[config.mk]
export PLATFORM = sky130hd
export DESIGN_NAME = mm_down_timer
export DESIGN_NICKNAME = d
export VERILOG_FILES = /design/src/rtl/mm_timer_pkg.sv /design/src/rtl/mm_timer_prescale.sv /design/src/rtl/mm_timer_channel.sv /design/src/rtl/mm_timer_irq.sv /design/src/rtl/mm_down_timer.sv
export SDC_FILE = /design/constraint.sdc
export NUM_CORES = 1
export LEC_CHECK = 0
export BUFFER_PORTS_ARGS = -buffer_cell sky130_fd_sc_hd__clkbuf_2
export CAP_MARGIN = 0
export CORE_MARGIN = 2
export CORE_UTILIZATION = 35
export CTS_CLUSTER_DIAMETER = 50
export DETAILED_ROUTE_END_ITERATION = 7
export SETUP_SLACK_MARGIN = 0.05
export SLEW_MARGIN = 20
export SYNTH_ARGS = -nofsm -noshare
export SYNTH_HDL_FRONTEND = slang
export SYNTH_SLANG_ARGS = --single-unit
[constraint.sdc]
create_clock -name clk -period 2.45 [get_ports clk]
set_input_delay 0.245 -clock clk [delete_from_list [all_inputs] [get_ports clk]]
set_output_delay 0.245 -clock clk [all_outputs]
set_load 0.05 [all_outputs]
[src/rtl/mm_timer_pkg.sv]
package mm_timer_pkg;

    // Control register bit positions (software decodes these)
    localparam int unsigned CTL_EN_BIT     = 0;
    localparam int unsigned CTL_RELOAD_BIT = 1;
    localparam int unsigned CTL_SRC_LSB    = 2;
    localparam int unsigned SRC_W          = 2;
    localparam int unsigned CTL_PRE_LSB    = 4;
    localparam int unsigned PRE_W          = 3;
    localparam int unsigned CTL_ONE_BIT    = 7;

    // Shared register offsets
    localparam int unsigned IRQ_EN_OFF = 32'h00;
    localparam int unsigned IRQ_ST_OFF = 32'h04;

    typedef enum logic [1:0] {
        ST_STOP  = 2'd0,
        ST_LOAD  = 2'd1,
        ST_COUNT = 2'd2
    } chan_state_e;

    function automatic int unsigned ctl_off(input int unsigned ch);
        return 32'h10 * ch + 32'h10;
    endfunction

    function automatic int unsigned ivl_off(input int unsigned ch);
        return 32'h10 * ch + 32'h14;
    endfunction

    function automatic int unsigned cnt_off(input int unsigned ch);
        return 32'h10 * ch + 32'h18;
    endfunction

endpackage

[src/rtl/mm_timer_prescale.sv]
module mm_timer_prescale
    import mm_timer_pkg::*;
#(
    parameter int CODE_W = PRE_W
) (
    input  logic              clk,
    input  logic              rst_n,
    input  logic              run_i,
    input  logic              tick_i,
    input  logic [CODE_W-1:0] code_i,
    output logic              step_o
);

    localparam int DIV_W = (1 << CODE_W) - 1;

    logic [DIV_W-1:0] phase_q;
    logic [DIV_W-1:0] mask;

    // mask has code_i low bits set: a step every 2^code ticks
    always_comb begin
        for (int i = 0; i < DIV_W; i++) begin
            mask[i] = (i < int'(code_i));
        end
    end

    always_ff @(posedge clk) begin
        if (!rst_n) begin
            phase_q <= '0;
        end else if (!run_i) begin
            phase_q <= '0;
        end else if (tick_i) begin
            phase_q <= phase_q + 1'b1;
        end
    end

    assign step_o = run_i && tick_i && ((phase_q & mask) == mask);

endmodule

[src/rtl/mm_timer_channel.sv]
module mm_timer_channel
    import mm_timer_pkg::*;
#(
    parameter int CNT_W  = 32,
    parameter int DATA_W = 32
) (
    input  logic              clk,
    input  logic              rst_n,
    input  logic              tick_i,
    input  logic              ctl_we_i,
    input  logic              ivl_we_i,
    input  logic [DATA_W-1:0] wdata_i,
    output logic [DATA_W-1:0] ctl_o,
    output logic [CNT_W-1:0]  ivl_o,
    output logic [CNT_W-1:0]  cnt_o,
    output logic              expire_o
);

    chan_state_e state_q, state_d;

    logic             en_q;
    logic             one_q;
    logic [SRC_W-1:0] src_q;
    logic [PRE_W-1:0] pre_q;
    logic [CNT_W-1:0] ivl_q;
    logic [CNT_W-1:0] cnt_q;
    logic             run;
    logic             step;
    logic             at_zero;
    logic             expire;

    // A control write in the same cycle suppresses the step
    assign run     = (state_q == ST_COUNT) && !ctl_we_i;
    assign at_zero = (cnt_q == '0);
    assign expire  = step && at_zero;

    mm_timer_prescale #(
        .CODE_W (PRE_W)
    ) u_prescale (
        .clk    (clk),
        .rst_n  (rst_n),
        .run_i  (run),
        .tick_i (tick_i),
        .code_i (pre_q),
        .step_o (step)
    );

    // Next-state logic: control writes take priority
    always_comb begin
        state_d = state_q;
        if (ctl_we_i) begin
            if (wdata_i[CTL_RELOAD_BIT]) begin
                state_d = ST_LOAD;
            end else if (wdata_i[CTL_EN_BIT]) begin
                state_d = ST_COUNT;
            end else begin
                state_d = ST_STOP;
            end
        end else begin
            unique case (state_q)
                ST_STOP:  state_d = ST_STOP;
                ST_LOAD:  state_d = en_q ? ST_COUNT : ST_STOP;
                ST_COUNT: state_d = (expire && one_q) ? ST_STOP : ST_COUNT;
                default:  state_d = ST_STOP;
            endcase
        end
    end

    // State register
    always_ff @(posedge clk) begin
        if (!rst_n) begin
            state_q <= ST_STOP;
        end else begin
            state_q <= state_d;
        end
    end

    // Configuration fields
    always_ff @(posedge clk) begin
        if (!rst_n) begin
            en_q  <= 1'b0;
            one_q <= 1'b0;
            src_q <= '0;
            pre_q <= '0;
        end else if (ctl_we_i) begin
            en_q  <= wdata_i[CTL_EN_BIT];
            one_q <= wdata_i[CTL_ONE_BIT];
            src_q <= wdata_i[CTL_SRC_LSB +: SRC_W];
            pre_q <= wdata_i[CTL_PRE_LSB +: PRE_W];
        end else if (expire && one_q) begin
            en_q  <= 1'b0;
        end
    end

    always_ff @(posedge clk) begin
        if (!rst_n) begin
            ivl_q <= '0;
        end else if (ivl_we_i) begin
            ivl_q <= wdata_i[CNT_W-1:0];
        end
    end

    // Counter datapath, steered by the state
    always_ff @(posedge clk) begin
        if (!rst_n) begin
            cnt_q <= '0;
        end else if (state_q == ST_LOAD) begin
            cnt_q <= ivl_q;
        end else if (step) begin
            if (at_zero) begin
                cnt_q <= one_q ? '0 : ivl_q;
            end else begin
                cnt_q <= cnt_q - 1'b1;
            end
        end
    end

    // Outputs
    always_comb begin
        ctl_o                          = '0;
        ctl_o[CTL_EN_BIT]              = en_q;
        ctl_o[CTL_RELOAD_BIT]          = (state_q == ST_LOAD);
        ctl_o[CTL_SRC_LSB +: SRC_W]    = src_q;
        ctl_o[CTL_PRE_LSB +: PRE_W]    = pre_q;
        ctl_o[CTL_ONE_BIT]             = one_q;
        ivl_o                          = ivl_q;
        cnt_o                          = cnt_q;
        expire_o                       = expire;
    end

    AST_LOAD_COPIES: assert property (@(posedge clk) disable iff (!rst_n)
        (state_q == ST_LOAD) |=> (cnt_q == $past(ivl_q)))
        else $error("interval not copied on reload");

    AST_LOAD_ONE_CYCLE: assert property (@(posedge clk) disable iff (!rst_n)
        (state_q == ST_LOAD && !ctl_we_i) |=> (state_q != ST_LOAD))
        else $error("reload strobe lingered");

    AST_DEC_BY_ONE: assert property (@(posedge clk) disable iff (!rst_n)
        (state_q == ST_COUNT && step && !at_zero) |=> (cnt_q == $past(cnt_q) - 1'b1))
        else $error("count did not drop by one");

    AST_ONESHOT_HALT: assert property (@(posedge clk) disable iff (!rst_n)
        (expire && one_q) |=> (!en_q && cnt_q == '0 && state_q == ST_STOP))
        else $error("one-shot did not halt at zero");

    AST_STOP_FROZEN: assert property (@(posedge clk) disable iff (!rst_n)
        (state_q == ST_STOP && !ctl_we_i) |=> $stable(cnt_q))
        else $error("stopped count moved");

    AST_RUN_NEEDS_EN: assert property (@(posedge clk) disable iff (!rst_n)
        (state_q == ST_COUNT) |-> en_q)
        else $error("counting without enable");

endmodule

[src/rtl/mm_timer_irq.sv]
module mm_timer_irq #(
    parameter int NUM_CH = 2
) (
    input  logic              clk,
    input  logic              rst_n,
    input  logic              en_we_i,
    input  logic              st_we_i,
    input  logic [NUM_CH-1:0] wdata_i,
    input  logic [NUM_CH-1:0] set_i,
    output logic [NUM_CH-1:0] en_o,
    output logic [NUM_CH-1:0] st_o,
    output logic              irq_o
);

    logic [NUM_CH-1:0] en_q;
    logic [NUM_CH-1:0] st_q;
    logic [NUM_CH-1:0] clr;

    assign clr = st_we_i ? wdata_i : '0;

    always_ff @(posedge clk) begin
        if (!rst_n) begin
            en_q <= '0;
        end else if (en_we_i) begin
            en_q <= wdata_i;
        end
    end

    // Set has priority over a same-cycle clear
    always_ff @(posedge clk) begin
        if (!rst_n) begin
            st_q <= '0;
        end else begin
            st_q <= (st_q & ~clr) | set_i;
        end
    end

    assign en_o  = en_q;
    assign st_o  = st_q;
    assign irq_o = |(en_q & st_q);

    AST_W1C_CLEARS: assert property (@(posedge clk) disable iff (!rst_n)
        st_we_i |=> ((st_q & $past(wdata_i & ~set_i)) == '0))
        else $error("status bit survived a one-write");

    AST_SET_WINS: assert property (@(posedge clk) disable iff (!rst_n)
        (set_i != '0) |=> ((st_q & $past(set_i)) == $past(set_i)))
        else $error("expiry lost");

endmodule

[src/rtl/mm_down_timer.sv]
module mm_down_timer
    import mm_timer_pkg::*;
#(
    parameter int NUM_CH = 2,
    parameter int CNT_W  = 32,
    parameter int ADDR_W = 8,
    parameter int DATA_W = 32
) (
    input  logic              clk,
    input  logic              rst_n,
    input  logic              tick_i,
    input  logic [ADDR_W-1:0] addr_i,
    input  logic              wr_en_i,
    input  logic [DATA_W-1:0] wdata_i,
    output logic [DATA_W-1:0] rdata_o,
    output logic              irq_o
);

    logic [NUM_CH-1:0] ctl_we;
    logic [NUM_CH-1:0] ivl_we;
    logic [NUM_CH-1:0] expire;
    logic [NUM_CH-1:0] irq_en;
    logic [NUM_CH-1:0] irq_st;
    logic [DATA_W-1:0] ctl_rd [NUM_CH];
    logic [CNT_W-1:0]  ivl_rd [NUM_CH];
    logic [CNT_W-1:0]  cnt_rd [NUM_CH];
    logic              en_we;
    logic              st_we;

    assign en_we = wr_en_i && (addr_i == ADDR_W'(IRQ_EN_OFF));
    assign st_we = wr_en_i && (addr_i == ADDR_W'(IRQ_ST_OFF));

    for (genvar g = 0; g < NUM_CH; g++) begin : g_chan
        assign ctl_we[g] = wr_en_i && (addr_i == ADDR_W'(ctl_off(g)));
        assign ivl_we[g] = wr_en_i && (addr_i == ADDR_W'(ivl_off(g)));

        mm_timer_channel #(
            .CNT_W  (CNT_W),
            .DATA_W (DATA_W)
        ) u_chan (
            .clk      (clk),
            .rst_n    (rst_n),
            .tick_i   (tick_i),
            .ctl_we_i (ctl_we[g]),
            .ivl_we_i (ivl_we[g]),
            .wdata_i  (wdata_i),
            .ctl_o    (ctl_rd[g]),
            .ivl_o    (ivl_rd[g]),
            .cnt_o    (cnt_rd[g]),
            .expire_o (expire[g])
        );
    end

    mm_timer_irq #(
        .NUM_CH (NUM_CH)
    ) u_irq (
        .clk     (clk),
        .rst_n   (rst_n),
        .en_we_i (en_we),
        .st_we_i (st_we),
        .wdata_i (wdata_i[NUM_CH-1:0]),
        .set_i   (expire),
        .en_o    (irq_en),
        .st_o    (irq_st),
        .irq_o   (irq_o)
    );

    // Read multiplexer, unmapped offsets return zero
    always_comb begin
        rdata_o = '0;
        if (addr_i == ADDR_W'(IRQ_EN_OFF)) begin
            rdata_o[NUM_CH-1:0] = irq_en;
        end
        if (addr_i == ADDR_W'(IRQ_ST_OFF)) begin
            rdata_o[NUM_CH-1:0] = irq_st;
        end
        for (int k = 0; k < NUM_CH; k++) begin
            if (addr_i == ADDR_W'(ctl_off(k))) begin
                rdata_o = ctl_rd[k];
            end
            if (addr_i == ADDR_W'(ivl_off(k))) begin
                rdata_o = DATA_W'(ivl_rd[k]);
            end
            if (addr_i == ADDR_W'(cnt_off(k))) begin
                rdata_o = DATA_W'(cnt_rd[k]);
            end
        end
    end

endmodule

Word level (Yosys, flattened, before mapping)
Cells that the tools add are included.
{ "word_totals": {"regBits": 164, "in_bits": 44, "out_inout_bits": 33, "word_cells": 114} }
{ "classes": {"n_addsub": 4, "order_cmp": 14, "eq_ne": 13, "muxes": 31, "bitwise": 6, "reduce_logical": 28} }
{ "ops": {"columns": ["cell", "count"], "rows": [
  ["32-bit 2-to-1 mux", 13],
  ["32-bit logical NOT", 2],
  ["32-bit by 1-bit subtractor with 32-bit output (second input constant)", 2],
  ["8-bit by 5-bit equality test with 1-bit output (second input constant)", 3],
  ["8-bit by 6-bit equality test with 1-bit output (second input constant)", 3],
  ["2-bit 2-to-1 mux", 11],
  ["3-bit less-than comparator (first input constant)", 6],
  ["1-bit logical AND", 16],
  ["7-bit by 1-bit adder with 7-bit output (second input constant)", 2],
  ["7-bit AND", 2],
  ["7-bit equality test", 2],
  ["1-bit by 3-bit less-than comparator with 1-bit output (first input constant)", 4],
  ["2-bit by 3-bit less-than comparator with 1-bit output (first input constant)", 4],
  ["8-bit by 3-bit equality test with 1-bit output (second input constant)", 1],
  ["8-bit logical NOT", 1],
  ["8-bit 2-to-1 mux", 1],
  ["2-bit case mux with 2 select lines", 2],
  ["2-bit nonzero test", 4],
  ["2-bit AND", 2],
  ["2-bit by 1-bit equality test with 1-bit output (second input constant)", 2],
  ["2-bit equality test (second input constant)", 2],
  ["1-bit 2-to-1 mux", 4],
  ["2-bit AND reduction", 2],
  ["1-bit logical NOT", 2],
  ["other kinds (3)", 3]
]} }

Depth between registers and ports, before layout
{ "depth": {"depth_word": 11, "ltp_mapped": 9, "ltp_nobuf": 8} }

Modules after synthesis
A second synthesis with hierarchy kept.
{ "hier_totals": {"hier_cells": 1299, "hier_area_um2": 10633.9} }
{ "by_module_without_submodules": {"columns": ["module", "instances", "cells_per_inst", "area_per_inst_um2", "seq_area_each_um2"], "rows": [
  ["mm_timer_channel at g_chan[1].u_chan", 1, 451, 3948.8, 1461.4],
  ["mm_timer_channel at g_chan[0].u_chan", 1, 443, 3937.5, 1461.4],
  ["mm_down_timer", 1, 308, 1903.1, 0.0],
  ["mm_timer_prescale", 2, 41, 346.6, 140.1],
  ["mm_timer_irq", 1, 15, 151.4, 80.1]
]} }

Least setup slack after synthesis
No wires, ideal clock.
{ "synth_path": {"path_kind": "input -> output", "from": "in addr_i[3]", "to": "out rdata_o[0]", "arrival_time_ns": 2.567, "required_ns": 2.205, "path_slack_ns": -0.362, "cell_stages": 5, "n_path_buf": 1, "cell_sequence": "or4b_2 > nor2_1 > clkbuf_1 > a22oi_1 > a41oi_1"} }
{ "synth_between": {"elab_chain_len": 9, "elab_cells_between_ends": 16, "cone_classes": "eq/ne: 7; mux: 8; reduce/logical: 1"} }
{ "synth_lines": {"columns": ["element", "line_no", "source"], "rows": [
  ["start: declaration", "mm_down_timer.sv:12", "input logic [ADDR_W-1:0] addr_i,"],
  ["8-bit logical NOT", "mm_down_timer.sv:71", "if (addr_i == ADDR_W'(IRQ_EN_OFF)) begin"],
  ["2-bit 2-to-1 mux", "mm_down_timer.sv:71", null],
  ["2-bit 2-to-1 mux", "mm_down_timer.sv:74", "if (addr_i == ADDR_W'(IRQ_ST_OFF)) begin"],
  ["8-bit 2-to-1 mux", "mm_down_timer.sv:78", "if (addr_i == ADDR_W'(ctl_off(k))) begin"],
  ["32-bit 2-to-1 mux", "mm_down_timer.sv:81", "if (addr_i == ADDR_W'(ivl_off(k))) begin"],
  ["32-bit 2-to-1 mux", "mm_down_timer.sv:84", "if (addr_i == ADDR_W'(cnt_off(k))) begin"],
  ["32-bit 2-to-1 mux", "mm_down_timer.sv:78", null],
  ["32-bit 2-to-1 mux", "mm_down_timer.sv:81", null],
  ["32-bit 2-to-1 mux *", "mm_down_timer.sv:84", null],
  ["end: declaration", "mm_down_timer.sv:15", "output logic [DATA_W-1:0] rdata_o,"]
]} }
Mark *: on every way between the ends. The rest lies on a longest branch, timed or not.

Worst setup path after layout
{ "layout_path": {"from": "in addr_i[4]", "to": "out rdata_o[0]"} }
The elaborated chain is that of the path after synthesis.

==> metrics.csv <==
stage,metric,value,unit
worst_setup_path,CP endpoint kind,output pin,
grt,vias in the first global route,8893,
floorplanning,Initial Utilization,35.4,%
worst_setup_path,Critical Path Start Type,input pin,
floorplanning,Std-Cell Rows,58,
yosys,sequential fraction of the synthesis area,37.2,%
clock_tree,CTS Sinks,164,
pwr,switching part of the total,25.7,%
drt,DR vias/cell,5.98,
clock_tree,Worst-Skew Late Latency,450,ps
clock_tree,maximum clock insertion buffer count,2,
status,failing checks,DRC,
grt,Global Route met2 Usage,39.5,%
worst_setup_path,crit path launch,addr_i[4],
grt,met1 Use GR,33.6,%
drt,DR WL/cell,20.3,µm
worst_setup_path,CP arrival,2130,ps
grt,gr busiest metal,met2,
clock_tree,Num CTS Buffers,17,
cells_and_area,layout cell share with drive strength beyond 1,22.6,%
worst_setup_path,worst r2r src,g_chan[0].u_chan.cnt_o[0],
yosys,Synth Cell Area,0.00883,mm²
flow_run,Max-Cap Viols,0,
clock_tree,"Reg clk slew, reported paths",80,ps
drt,via count,9596,
status,status,finished with violations,
grt,GRT Total Usage,24.4,%
grt,largest net degree at the start of global routing,43,
clock_tree,H-tree level count,4,
yosys,synthesis-stage register bit count,164,
drt,DRC,3,
yosys,Synth Area in Adders,1.27,%
yosys,"Avg Cell Area, Syn",7.68,µm²
yosys,Netlist cell types,68,
placement,RePlAce Congestion,0.927,
drt,Routed WL,32500,µm
yosys,mux cell area share after synthesis,0.227,%
sta,Max-slew headroom,51.1,%
floorplanning,die height,163,µm
sta,Fmax,421,MHz
cells_and_area,Filler Cell Count,2473,
yosys,YS warnings,0,
pwr,Int Pwr,0.00421,W
worst_setup_path,Crit Reg-Reg Endpoint,g_chan[0].u_chan.cnt_o[2],
sta,Final Max Tran Viols,0,
worst_setup_path,crit-path max FO,22,
pwr,PwrDens,493,mW/mm²
yosys,syn nets,1203,
sta,final critical-path share of the clock period,97.0,%
clock_tree,root buffer cell,clkbuf_16,
worst_setup_path,Reg2Reg Depth,9,
sta,worst clock skew,17.3,ps
sta,setup tns final,0,ps
cells_and_area,area of the multi-input gates,0.00532,mm²
sta,hold slack,34.3,ps
placement,DP HPWL,23000,µm
hold_path,hold crit path type,in2reg,
worst_setup_path,flop2flop setup slack,140,ps
cells_and_area,register area,0.00328,mm²
cells_and_area,Layout Nets,1315,
pwr,clock group share of total power,49.0,%
yosys,compound-gate portion of the synthesized area,29.4,%
pwr,NetSw,0.00145,W
yosys,synthesized instance count,1150,
pwr,Flop pwr share,47.1,%
worst_setup_path,worst endpoint required time,2200,ps
cells_and_area,ANT cells,0,
sta,"Setup violations, final",0,
floorplanning,core area,0.0250,mm²
grt,first-pass GRT wire length,50500,µm
worst_setup_path,crit path kind,in2out,
drt,1st-iter DRT viols,1020,
drt,Post-DRT Antenna Nets,0,
sta,worst-margin pin slew,733,ps
grt,global route overflow,0,
floorplanning,num ports,77,
clock_tree,hold buffer count at cts,0,
grt,met3 Track Usage GR,3.23,%
pwr,Pleak,4.16,nW
yosys,"Async S/R FF share, synth",0,%
cells_and_area,final instance area,0.0115,mm²
floorplanning,Die X,163,µm
placement,Placed Instance Area,0.0107,mm²
floorplanning,die area,0.0265,mm²
drt,1st-pass router iterations,8,
cells_and_area,synth-to-layout area growth,29.9,%
pwr,worst vdd ir,0.000364,V
yosys,xor and xnor area share after synthesis,2.38,%
placement,PortBufs,76,
yosys,main flop type after synthesis,dfxtp_1,
yosys,Simple-Gate Fraction of Synth Area,24.2,%
sta,RSZ-0062 raised after global routing,true,
sta,"Hold Violations, Final",0,
yosys,largest family of logic cells by synthesized area,compound AO/OA/AOI/OAI gates,
yosys,Post-synth EDFFs,0,
sta,Final min period,2380,ps
grt,initial antenna violation count,0,
pwr,logic gate share of total power,3.8,%
worst_setup_path,crit path to,rdata_o[0],
clock_tree,CTS tree,done,
## layout by cell type (no fill, tap or decap), types with 6 or more instances in the layout
cell type / n
a32o_1: 8
nor2_1: 111
o31ai_1: 9
clkbuf_16: 18
a222oi_1: 32
dfxtp_1: 164
xor2_1: 22
a21oi_2: 24
o32ai_1: 6
buf_4: 87
nor4_2: 6
buf_12: 38
a221oi_1: 17
nand2_1: 190
or4_1: 8
and3_1: 7
nand4_1: 18
ha_1: 6
a22oi_1: 23
a21oi_1: 129
nor3_1: 29
o211ai_1: 17
inv_1: 25
nand3_1: 29
nand2b_1: 6
a32oi_1: 11
o21ai_0: 48
nor4_1: 8
a31oi_2: 7
clkbuf_2: 45
## repair_timing
action | 4_1_cts | 5_1_grt
pin swaps | 0 | 7
gates cloned | 1 | 1
setup endpoints to repair | 17 | 62
buffers inserted | 0 | 1
gates resized for setup | 2 | 25
## how the worst min path moves through the flow
stage / startpoint / to / slack (ps) / cells past startpoint
floorplan: wdata_i[24] / g_chan[0].u_chan.ivl_o[24] / 380 / 2
global placement: g_chan[0].u_chan.src_q[0] / g_chan[0].u_chan.src_q[0] / 450 / 2
detailed placement: g_chan[0].u_chan.src_q[0] / g_chan[0].u_chan.src_q[0] / 460 / 2
CTS: wdata_i[22] / g_chan[0].u_chan.ivl_o[22] / 30 / 3
global route: wdata_i[16] / g_chan[0].u_chan.ivl_o[16] / 50 / 3
finish: wdata_i[30] / g_chan[1].u_chan.ivl_o[30] / 30 / 3
## cell families after synthesis
kind of cell / after synthesis
and+or+nand+nor: 452
AOI/OAI and AO/OA: 386
DFF: 164
buffers and inverters: 113
xor gates and xnor gates: 24
adders and majority gates: 9
muxes: 2
## worst max-delay path: stages
cell and delay, ps:
clkbuf_2 90, or4b_1 540, or4_4 480, bufbuf_16 340, nor2_1 170, a41oi_2 80, buf_12 190
## layer usage
| layer | up-vias | routed length [µm] |
|---|---|---|
| met3 | 57 | 2430 |
| met4 | 0 | 780 |
| met2 | 417 | 15300 |
| li1 | 4502 | - |
| met5 | - | 0 |
| met1 | 4620 | 14000 |
## synthesized netlist by cell type (10+ instances only)
library cell  instances  area, µm²
or4_1                10       75.1
a21oi_1             153        766
nor4_1               10       62.6
a222oi_1             32        320
buf_2                15       75.1
o21ai_0              48        240
a221oi_1             17        149
o211ai_1             17        128
a31oi_1              12       75.1
nor2_1              114        428
dfxtp_1             164       3280
clkbuf_1             66        248
a22oi_1              23        173
nand3_1              30        150
inv_1                25       93.8
nand4_1              18        113
nand2_1             191        717
nor3_1               32        160
a32oi_1              11       96.3
xor2_1               22        193
## flip-flops by register name, indices dropped and copies added, names as in the netlist
register	count
g_chan.u_chan.one_q	2
g_chan.u_chan.pre_q	6
g_chan.u_chan.src_q	4
g_chan.u_chan.cnt_o	64
g_chan.u_chan.u_prescale.phase_q	14
g_chan.u_chan.en_q	2
u_irq.en_o	2
g_chan.u_chan.state_q	4
g_chan.u_chan.ivl_o	64
u_irq.st_o	2
## stage by stage
| step | setup WS (ps) | total power (W) | instances | util [%] |
|---|---|---|---|---|
| 6_report | 72.7 | 0.00566 | 1605 | 46.0 |
| 5_1_grt | 34.9 | 0.00578 | 1605 | 46.0 |
| 4_1_cts | 63.7 | 0.00568 | 1603 | 45.6 |
| 3_5_place_dp | -57.8 | 0.00294 | 1570 | 43.0 |
| 3_3_place_gp | -22.2 | 0.00294 | 1570 | 43.0 |
| 2_1_floorplan | -77.3 | 0.00282 | 1150 | - |
## power groups by stage
stage | Sequential [W] | Clock (W) | Combinational [W]
after floorplan | 0.00273 | 0 | 0.0000898
after global placement | 0.00273 | 0 | 0.000210
after detailed placement | 0.00273 | 0 | 0.000211
after CTS | 0.00267 | 0.00280 | 0.000213
after global routing | 0.00267 | 0.00289 | 0.000229
final | 0.00267 | 0.00277 | 0.000218
## final cells by class
| cell class | count | area share [%] |
|---|---|---|
| Multi-Input combinational cell | 873 | 46.3 |
| Clock inverter | 15 | 1.61 |
| Timing Repair Buffer | 180 | 15.3 |
| Clock buffer | 17 | 3.71 |
| Inverter | 26 | 0.861 |
| Sequential cell | 164 | 28.6 |
| Tap cell | 330 | 3.60 |
Power figures use the tool's default switching activity.
